$ cat src/rtl/tagged_rx_pkg.sv
package tagged_rx_pkg;

  localparam int ENTRY_W = 16;
  localparam int CHAR_W  = 8;
  localparam int ERR_W   = 3;
  localparam int TAG_W   = 2;

  // one stored word; field order is the bit layout seen by the host
  typedef struct packed {
    logic              valid;
    logic              overrun;
    logic              framing;
    logic              parity;
    logic [1:0]        spare;
    logic [TAG_W-1:0]  line;
    logic [CHAR_W-1:0] dataByte;
  } rx_entry_t;

  // strobes from the control to the datapath
  typedef struct packed {
    logic wrEn;
    logic popEn;
    logic zeroRead;
    logic clr;
  } fifo_strobe_t;

endpackage

$ cat src/rtl/tagged_rx_ingress.sv
module tagged_rx_ingress
  import tagged_rx_pkg::*;
#(
  parameter int NUM_LINES = 4
) (
  input  logic                          clk,
  input  logic                          rstN,
  input  logic                          clr,
  input  logic [NUM_LINES-1:0]          rxReq,
  input  logic [NUM_LINES*CHAR_W-1:0]   rxChar,
  input  logic [NUM_LINES*ERR_W-1:0]    rxErr,
  input  logic                          loopEn,
  input  logic [NUM_LINES-1:0]          txDone,
  input  logic [NUM_LINES*CHAR_W-1:0]   txChar,
  output logic                          candValid,
  output rx_entry_t                     candEntry
);

  localparam int NUM_SLOTS = 2 * NUM_LINES;

  logic [NUM_SLOTS-1:0] slotValid;
  logic [NUM_SLOTS-1:0] slotLoad;
  logic [NUM_SLOTS-1:0] grant;
  rx_entry_t            slotEntry [NUM_SLOTS];
  rx_entry_t            loadEntry [NUM_SLOTS];

  // two sources per line: even slot = receiver, odd slot = loopback
  for (genvar gi = 0; gi < NUM_LINES; gi++) begin : g_line
    assign slotLoad[2*gi]  = rxReq[gi];
    assign loadEntry[2*gi] = '{valid:    1'b1,
                               overrun:  rxErr[gi*ERR_W+2],
                               framing:  rxErr[gi*ERR_W+1],
                               parity:   rxErr[gi*ERR_W],
                               spare:    2'b00,
                               line:     TAG_W'(gi),
                               dataByte: rxChar[gi*CHAR_W +: CHAR_W]};

    assign slotLoad[2*gi+1]  = loopEn & txDone[gi];
    assign loadEntry[2*gi+1] = '{valid:    1'b1,
                                 overrun:  1'b0,
                                 framing:  1'b0,
                                 parity:   1'b0,
                                 spare:    2'b00,
                                 line:     TAG_W'(gi),
                                 dataByte: txChar[gi*CHAR_W +: CHAR_W]};
  end

  for (genvar gs = 0; gs < NUM_SLOTS; gs++) begin : g_slot
    logic      validQ;
    rx_entry_t entryQ;

    always_ff @(posedge clk or negedge rstN) begin
      if (!rstN) begin
        validQ <= 1'b0;
        entryQ <= '0;
      end else if (clr) begin
        validQ <= 1'b0;
      end else if (slotLoad[gs]) begin
        validQ <= 1'b1;
        entryQ <= loadEntry[gs];
      end else if (grant[gs]) begin
        validQ <= 1'b0;
      end
    end

    assign slotValid[gs] = validQ;
    assign slotEntry[gs] = entryQ;
  end

  // fixed priority: lowest slot index wins
  always_comb begin
    logic taken;
    taken = 1'b0;
    grant = '0;
    for (int s = 0; s < NUM_SLOTS; s++) begin
      if (slotValid[s] && !taken) begin
        grant[s] = 1'b1;
        taken    = 1'b1;
      end
    end
  end

  always_comb begin
    candEntry = '0;
    for (int s = 0; s < NUM_SLOTS; s++) begin
      if (grant[s]) candEntry = slotEntry[s];
    end
  end

  assign candValid = |slotValid;

endmodule

$ cat src/rtl/tagged_rx_ctrl.sv
module tagged_rx_ctrl
  import tagged_rx_pkg::*;
#(
  parameter int DEPTH = 64,
  localparam int AW = $clog2(DEPTH),
  localparam int CW = $clog2(DEPTH + 1)
) (
  input  logic          clk,
  input  logic          rstN,
  input  logic          masterClear,
  input  logic          candValid,
  input  logic          rdStrobe,
  output fifo_strobe_t  strobe,
  output logic [AW-1:0] wrAddr,
  output logic [AW-1:0] rdAddr,
  output logic [CW-1:0] fillCount,
  output logic          rxDone,
  output logic          rxDropped
);

  localparam logic [CW-1:0] FULL_COUNT = CW'(DEPTH);
  localparam logic [AW-1:0] LAST_ADDR  = AW'(DEPTH - 1);

  logic isFull;
  logic isEmpty;

  assign isFull  = (fillCount == FULL_COUNT);
  assign isEmpty = (fillCount == '0);

  always_comb begin
    strobe.clr      = masterClear;
    strobe.wrEn     = candValid & ~isFull  & ~masterClear;
    strobe.popEn    = rdStrobe  & ~isEmpty & ~masterClear;
    strobe.zeroRead = rdStrobe  &  isEmpty & ~masterClear;
  end

  always_ff @(posedge clk or negedge rstN) begin
    if (!rstN) begin
      wrAddr <= '0;
    end else if (strobe.clr) begin
      wrAddr <= '0;
    end else if (strobe.wrEn) begin
      wrAddr <= (wrAddr == LAST_ADDR) ? '0 : wrAddr + 1'b1;
    end
  end

  always_ff @(posedge clk or negedge rstN) begin
    if (!rstN) begin
      rdAddr <= '0;
    end else if (strobe.clr) begin
      rdAddr <= '0;
    end else if (strobe.popEn) begin
      rdAddr <= (rdAddr == LAST_ADDR) ? '0 : rdAddr + 1'b1;
    end
  end

  always_ff @(posedge clk or negedge rstN) begin
    if (!rstN) begin
      fillCount <= '0;
    end else if (strobe.clr) begin
      fillCount <= '0;
    end else begin
      case ({strobe.wrEn, strobe.popEn})
        2'b10:   fillCount <= fillCount + 1'b1;
        2'b01:   fillCount <= fillCount - 1'b1;
        default: fillCount <= fillCount;
      endcase
    end
  end

  // an accepted word sets the flag; emptying it or reading it empty clears it
  always_ff @(posedge clk or negedge rstN) begin
    if (!rstN) begin
      rxDone <= 1'b0;
    end else if (strobe.clr) begin
      rxDone <= 1'b0;
    end else if (strobe.wrEn) begin
      rxDone <= 1'b1;
    end else if ((strobe.popEn && fillCount == CW'(1)) || strobe.zeroRead) begin
      rxDone <= 1'b0;
    end
  end

  always_ff @(posedge clk or negedge rstN) begin
    if (!rstN) rxDropped <= 1'b0;
    else       rxDropped <= candValid & isFull & ~masterClear;
  end

endmodule

$ cat src/rtl/tagged_rx_datapath.sv
module tagged_rx_datapath
  import tagged_rx_pkg::*;
#(
  parameter int DEPTH = 64,
  localparam int AW = $clog2(DEPTH)
) (
  input  logic               clk,
  input  logic               rstN,
  input  fifo_strobe_t       strobe,
  input  logic [AW-1:0]      wrAddr,
  input  logic [AW-1:0]      rdAddr,
  input  rx_entry_t          wrEntry,
  output logic [ENTRY_W-1:0] rdWord
);

  rx_entry_t store [DEPTH];

  always_ff @(posedge clk) begin
    if (strobe.wrEn) store[wrAddr] <= wrEntry;
  end

  always_ff @(posedge clk or negedge rstN) begin
    if (!rstN) begin
      rdWord <= '0;
    end else if (strobe.clr || strobe.zeroRead) begin
      rdWord <= '0;
    end else if (strobe.popEn) begin
      rdWord <= store[rdAddr];
    end
  end

endmodule

$ cat src/rtl/tagged_rx_fifo.sv
module tagged_rx_fifo
  import tagged_rx_pkg::*;
#(
  parameter int NUM_LINES = 4,
  parameter int DEPTH     = 64
) (
  input  logic                          clk,
  input  logic                          rstN,
  input  logic                          masterClear,
  input  logic [NUM_LINES-1:0]          rxReq,
  input  logic [NUM_LINES*8-1:0]        rxChar,
  input  logic [NUM_LINES*3-1:0]        rxErr,
  input  logic                          loopEn,
  input  logic [NUM_LINES-1:0]          txDone,
  input  logic [NUM_LINES*8-1:0]        txChar,
  input  logic                          rdStrobe,
  output logic [15:0]                   rdWord,
  output logic                          rxDone,
  output logic [$clog2(DEPTH+1)-1:0]    fillCount,
  output logic                          rxDropped
);

  localparam int AW = $clog2(DEPTH);

  logic         candValid;
  rx_entry_t    candEntry;
  fifo_strobe_t strobe;
  logic [AW-1:0] wrAddr;
  logic [AW-1:0] rdAddr;

  tagged_rx_ingress #(.NUM_LINES(NUM_LINES)) u_ingress (
    .clk       (clk),
    .rstN      (rstN),
    .clr       (masterClear),
    .rxReq     (rxReq),
    .rxChar    (rxChar),
    .rxErr     (rxErr),
    .loopEn    (loopEn),
    .txDone    (txDone),
    .txChar    (txChar),
    .candValid (candValid),
    .candEntry (candEntry)
  );

  tagged_rx_ctrl #(.DEPTH(DEPTH)) u_ctrl (
    .clk         (clk),
    .rstN        (rstN),
    .masterClear (masterClear),
    .candValid   (candValid),
    .rdStrobe    (rdStrobe),
    .strobe      (strobe),
    .wrAddr      (wrAddr),
    .rdAddr      (rdAddr),
    .fillCount   (fillCount),
    .rxDone      (rxDone),
    .rxDropped   (rxDropped)
  );

  tagged_rx_datapath #(.DEPTH(DEPTH)) u_dp (
    .clk     (clk),
    .rstN    (rstN),
    .strobe  (strobe),
    .wrAddr  (wrAddr),
    .rdAddr  (rdAddr),
    .wrEntry (candEntry),
    .rdWord  (rdWord)
  );

endmodule

$ cat config.mk
export PLATFORM = sky130hd
export DESIGN_NAME = tagged_rx_fifo
export DESIGN_NICKNAME = d
export VERILOG_FILES = /design/src/rtl/tagged_rx_pkg.sv /design/src/rtl/tagged_rx_ingress.sv /design/src/rtl/tagged_rx_ctrl.sv /design/src/rtl/tagged_rx_datapath.sv /design/src/rtl/tagged_rx_fifo.sv
export SDC_FILE = /design/constraint.sdc
export NUM_CORES = 1
export LEC_CHECK = 0
export BUFFER_PORTS_ARGS = -buffer_cell sky130_fd_sc_hd__buf_4
export CORE_MARGIN = 2
export CORE_UTILIZATION = 64
export CTS_BUF_LIST = sky130_fd_sc_hd__clkbuf_8
export DETAILED_ROUTE_END_ITERATION = 10
export PLACE_DENSITY = 0.8
export SLEW_MARGIN = 20
export SYNTH_ARGS = -nofsm -noshare
export SYNTH_HDL_FRONTEND = slang
export SYNTH_SLANG_ARGS = --single-unit
$ cat constraint.sdc
create_clock -name clk -period 5.5 [get_ports clk]
set_input_delay 0.55 -clock clk [delete_from_list [all_inputs] [get_ports clk]]
set_output_delay 0.55 -clock clk [all_outputs]
set_load 0.005 [all_outputs]
**Word level (Yosys, flattened, before mapping)**

Memory sizes are Yosys's and may differ from the RTL's.
Cells that the tools add are included.
Widths: inputs -> output; s select.

- Word-level logic and storage cells: 171
- RAM bits: 1024
- Input port bits: 89
- Memories kept: 1
- Flip-flop bits (word level): 131
- Output and inout port bits: 25

Memory list:

| name | words | bits a word | rd ports | clocked after memory_dff | write ports | RTL line | source |
|---|---|---|---|---|---|---|---|
| u_dp.store | 64 | 16 | 1 | 0 | 1 | tagged_rx_datapath.sv:16 | `rx_entry_t store [DEPTH];` |

- Equality and inequality tests: 6
- Add/subtract/negate cells: 4
- Bitwise logic cells: 15
- Multiplexer cells: 61
- Reductions and logical operators: 40

Operators by type and width:

| operator | count |
|---|---|
| $mux 16 | 10 |
| $mux 1 | 43 |
| $mux 6 | 6 |
| $reduce_bool 3->1 | 10 |
| $reduce_and 2->1 | 8 |
| $pmux 7 s2 | 1 |
| $add 6x1->6 const B | 2 |
| $and 1x1->1 | 12 |
| $eq 6x6->1 const B | 2 |
| $logic_and 1x1->1 | 8 |
| $reduce_or 8->1 | 1 |
| $add 7x1->7 const B | 1 |
| $eq 7x1->1 const B | 1 |
| $eq 7x7->1 const B | 1 |
| $logic_not 1->1 | 7 |
| $logic_not 7->1 | 1 |
| $mux 7 | 1 |
| $sub 7x1->7 const B | 1 |
| $reduce_bool 2->1 | 3 |
| $not 1->1 | 3 |
| $eq 2x1->1 const B | 1 |
| $eq 2x2->1 const B | 1 |
| $logic_or 1x1->1 | 2 |

**Depth between registers and ports, before layout**

- Depth after elaboration: 25
- Depth in mapped cells: 10

**By module**

From an unflattened synthesis, not the netlist that was laid out.

- Cells, all modules: 2279
- Area, all modules: 45808.9 um^2

By module, submodules not included:

| module | times used | sequential area each (um^2) | cells each | area an instance (um^2) |
|---|---|---|---|---|
| tagged_rx_datapath | 1 | 31149.9 | 1746 | 40029.6 |
| tagged_rx_ingress | 1 | 2302.2 | 375 | 4381.7 |
| tagged_rx_ctrl | 1 | 525.5 | 158 | 1397.6 |

**Least setup slack after synthesis**

No wires, ideal clock.

- Path kind: flip-flop to flip-flop
- Start: reg u_ingress.g_slot[2].validQ
- End: mem u_dp.store[0][8] in the netlist's numbering, data pin
- Arrival time: 3.954 ns
- Library setup time: 0.702 ns
- Buffers on the path: 1
- Slack: 0.844 ns
- Stages on the path, launching flop included: 5
- Clock period less this slack: 4.656 ns
- Cells stage by stage: dfrtp_1 > or4_1 > buf_2 > or3_4 > o21ai_0

RTL lines:

| item | RTL line | source |
|---|---|---|
| start, declared | tagged_rx_ingress.sv:49 | `logic validQ;` |
| start signal, assigned | tagged_rx_ingress.sv:54 | `validQ <= 1'b0;` |
| start signal, assigned | tagged_rx_ingress.sv:57 | `validQ <= 1'b0;` |
| start signal, assigned | tagged_rx_ingress.sv:59 | `validQ <= 1'b1;` |
| end, declared | tagged_rx_datapath.sv:16 |  |

==> run_results.csv <==
group,metric,value,unit
hold_path,hp-class,"input port to register",
global_routing,antenna_found_initial,1,
detailed_routing,wl,94510,µm
logic_synthesis,yosysWarnings,0,
cells_and_area,drive_gt1_share,30.10,%
logic_synthesis,synth_flop_cell,"edfxtp_1",
logic_synthesis,synth_top_area_cell,"edfxtp_1",
timing,slew_headroom,28.18,%
detailed_routing,drt_iter0_drc,2426,
global_routing,met2_usage,47.09,%
power_and_ir_drop,p_int,0.01258,W
outcome,status,"finished, final reports clean",
timing,grt_setup_unrepaired,"false",
global_routing,first_global_vias,22640,
global_routing,grtUsageTotal,29.58,%
logic_synthesis,async_flop_share,12.41,%
worst_setup_path,endpoint_kind,"register",
clock_tree,clk_latency,0.82,ns
cells_and_area,final_cell_area,46360,µm²
worst_setup_path,critPathMaxFanout,30,
logic_synthesis,yosysSeqAreaShare,74.37,%
placement,portBuffers,111,
global_routing,met1_usage,41.28,%
timing,fmax,257.2,MHz
clock_tree,cts_hold_buf,80,
placement,hpwl,57540,µm
die,die_h,255.4,µm
clock_tree,clock_path_buffers,3,
clock_tree,clkSinkCount,1023,
global_routing,met3_usage,5.913,%
global_routing,grt_first_pass_wirelength,141800,µm
worst_setup_path,rr_worst_depth,6,
clock_tree,h-tree-depth,4,
timing,hold_viol,0,
timing,period_share,70.68,%
hold_path,hold_depth,3,
timing,worstMarginPinSlew,1.073,ns
cells_and_area,fillCellCount,3491,
power_and_ir_drop,clkPwrFrac,34.3,%
power_and_ir_drop,vdd_drop_max,0.2469,mV
global_routing,grt_max_degree,90,
worst_setup_path,worst_path_largest_cell_delay,0.89,ns
global_routing,gr-max-usage-layer,"met2",
flow_run,maxCapViolCount,0,
worst_setup_path,cp_data_required_time,6.12,ns
die,ios,114,
placement,place_ws,1.671,ns
logic_synthesis,netlist_area,40450,µm²
die,die_w,255.4,µm
detailed_routing,post_drt_wl_per_cell,27.26,µm
die,core-area,62740,µm²
power_and_ir_drop,power.switching,0.004296,W
power_and_ir_drop,power_density,364.0,nW/µm²
timing,slew_viol_final,0,
timing,setup-tns-final,0,ns
detailed_routing,routed_via_density,6.431,
clock_tree,cts_root_buf,"clkbuf_8",
logic_synthesis,netlist.area_leader.share,66.51,%
worst_setup_path,path_cells,"or4_1 > or3_4 > nor2_2 > nand2_1 > a41oi_4 > buf_4",
power_and_ir_drop,power_frac_seq,54.1,%
clock_tree,cts_tree,"done",
clock_tree,cts_setup_buffers,0,
clock_tree,post_cts_resized,0,
detailed_routing,drc,0,
logic_synthesis,synth-edff-count,896,
timing,setup_violations,0,
die,rows,92,
die,start_util,64.48,%
logic_synthesis,postSynthCellCount,2195,
clock_tree,clkTransAtPathRegs,0.06,ns
placement,place.gp.congestion,0.8851,
cells_and_area,nets,2585,
worst_setup_path,cp_slowest_cell,"a41oi_4",
worst_setup_path,path_class,"register to register",
worst_setup_path,start_kind,"register",
logic_synthesis,synth_seq_cells,1023,
power_and_ir_drop,p_leak,15.38,nW
detailed_routing,detail-route-antenna-nets,0,
global_routing,overflow,0,
cells_and_area,area.growth.synth_to_final,14.61,%
clock_tree,numCtsBuffers,154,
power_and_ir_drop,combPwrFrac,11.6,%
logic_synthesis,avgSynthCellArea,18.43,µm²
placement,place_area,42590,µm²
worst_setup_path,arrival,4.51,ns
timing,holdWs,0.07105,ns
logic_synthesis,synthTopCellsByArea,"edfxtp_1 (67%), mux4_2 (9.2%), dfrtp_1 (7.9%)",
detailed_routing,num_vias,22300,
die,die-area,65230,µm²
logic_synthesis,yosysUniqueCellTypes,61,
timing,min_period,3.888,ns
timing,setup_slack,1.612,ns
detailed_routing,first_pass_iters,6,
timing,worst_clock_skew,0.04063,ns
power_and_ir_drop,switching_share,25.46,%
power_and_ir_drop,total_power,0.01688,W
cell usage in the layout (no fill, tap or decap), drive strengths merged, types with 5 or more instances in the layout:
master / count
a211oi: 42
a21oi: 31
a221oi: 8
a22oi: 36
a41oi: 8
and3: 5
buf: 187
clkbuf: 163
clkinv: 47
clkinvlp: 5
dfrtp: 127
dlygate4sd3: 80
edfxtp: 896
ha: 6
inv: 75
mux2: 179
mux2i: 27
mux4: 166
nand2: 127
nand2b: 7
nand3: 13
nor2: 111
nor2b: 39
nor3: 55
nor4: 5
o211ai: 27
o21ai: 53
o22ai: 29
or2: 6
path summary, 6_finish.rpt:
| check | from | end | slack [ns] |
|---|---|---|---|
| min | rxReq[1] | u_ingress.g_slot[2].validQ | 0.07 |
| max | u_ingress.g_slot[0].validQ | u_dp.store[61][3] | 1.61 |
| min in group asynchronous | rstN | u_ingress.g_slot[5].entryQ[0] | 0.34 |
| max in group asynchronous | rstN | u_ingress.g_slot[1].entryQ[5] | 4.03 |
| max reg2reg | u_ingress.g_slot[0].validQ | u_dp.store[61][3] | 1.61 |
| min reg2reg | u_ingress.g_slot[7].entryQ[15] | u_ingress.g_slot[7].entryQ[15] | 0.47 |
critical path, delay by kind of cell (launching register included):
family,cells,cell delay (ns)
and+or+nand+nor,4,1.75
AOI/OAI and AO/OA,1,0.89
DFF,1,0.66
buffers and inverters,1,0.38
through the flow:
step / util [%] / instances
6_report: 73.91 / 3467
5_1_grt: 73.90 / 3466
4_1_cts: 73.77 / 3463
3_5_place_dp: 67.90 / 3099
3_3_place_gp: 67.82 / 3098
2_1_floorplan: - / 2196
kinds of logic (layout without fill, tap and decap cells):
logic type / count (synthesis) / count (layout) / synth area share [%]
DFF: 1023 / 1023 / 74.37
and+or+nand+nor: 393 / 393 / 4.503
muxes: 372 / 372 / 14.89
AOI/OAI and AO/OA: 255 / 255 / 4.355
buffers and inverters: 139 / 561 / 1.556
adders and majority gates: 6 / 6 / 0.1856
xor gates and xnor gates: 6 / 6 / 0.1299
other: 1 / 5 / 0.009270
cell usage after synthesis (all sizes together), types with 27 or more instances:
master  number
clkbuf      53
edfxtp     896
a21oi       31
nor3        55
mux2       179
o22ai       29
dfrtp      127
mux2i       27
mux4       166
o211ai      27
buf         76
nor2       111
a211oi      42
nor2b       39
o21ai       53
nand2      127
a22oi       36
per-layer routing:
metal | vias to the layer above | wire, µm
met5 | - | 0
met4 | 0 | 3162
met3 | 182 | 8607
met2 | 1280 | 46490
met1 | 11430 | 36260
li1 | 9405 | -
layout make-up:
| class | instances | area [µm²] | share of cell area (%) |
|---|---|---|---|
| sequential | 1023 | 30100 | 64.91 |
| multi-input combinational | 1034 | 9993 | 21.55 |
| timing repair buffer | 267 | 2286 | 4.930 |
| clock buffer | 163 | 2243 | 4.839 |
| tap | 846 | 1059 | 2.283 |
| clock inverter | 121 | 643.1 | 1.387 |
| inverter | 10 | 37.54 | 0.08096 |
| antenna | 3 | 7.507 | 0.01619 |
flip-flops by register name, summed over array words and instances (netlist names):
name and flops:
u_dp.rdWord 14, u_ctrl.rxDone 1, u_ingress.g_slot.validQ 8, u_dp.store 896, u_ctrl.rdAddr 6, u_ctrl.fillCount 7
u_ctrl.rxDropped 1, u_ingress.g_slot.entryQ 84, u_ctrl.wrAddr 6
power by group through the flow:
stage	clock [W]	sequential (W)	combinational, W
5_1_grt	0.00618	0.00915	0.00207
4_1_cts	0.00586	0.00913	0.00192
3_5_place_dp	0	0.00929	0.00187
3_3_place_gp	0	0.00927	0.00180
2_1_floorplan	0	0.00923	0.00109
6_report	0.00579	0.00913	0.00195
Note: power is estimated with default switching activity, not from simulation.
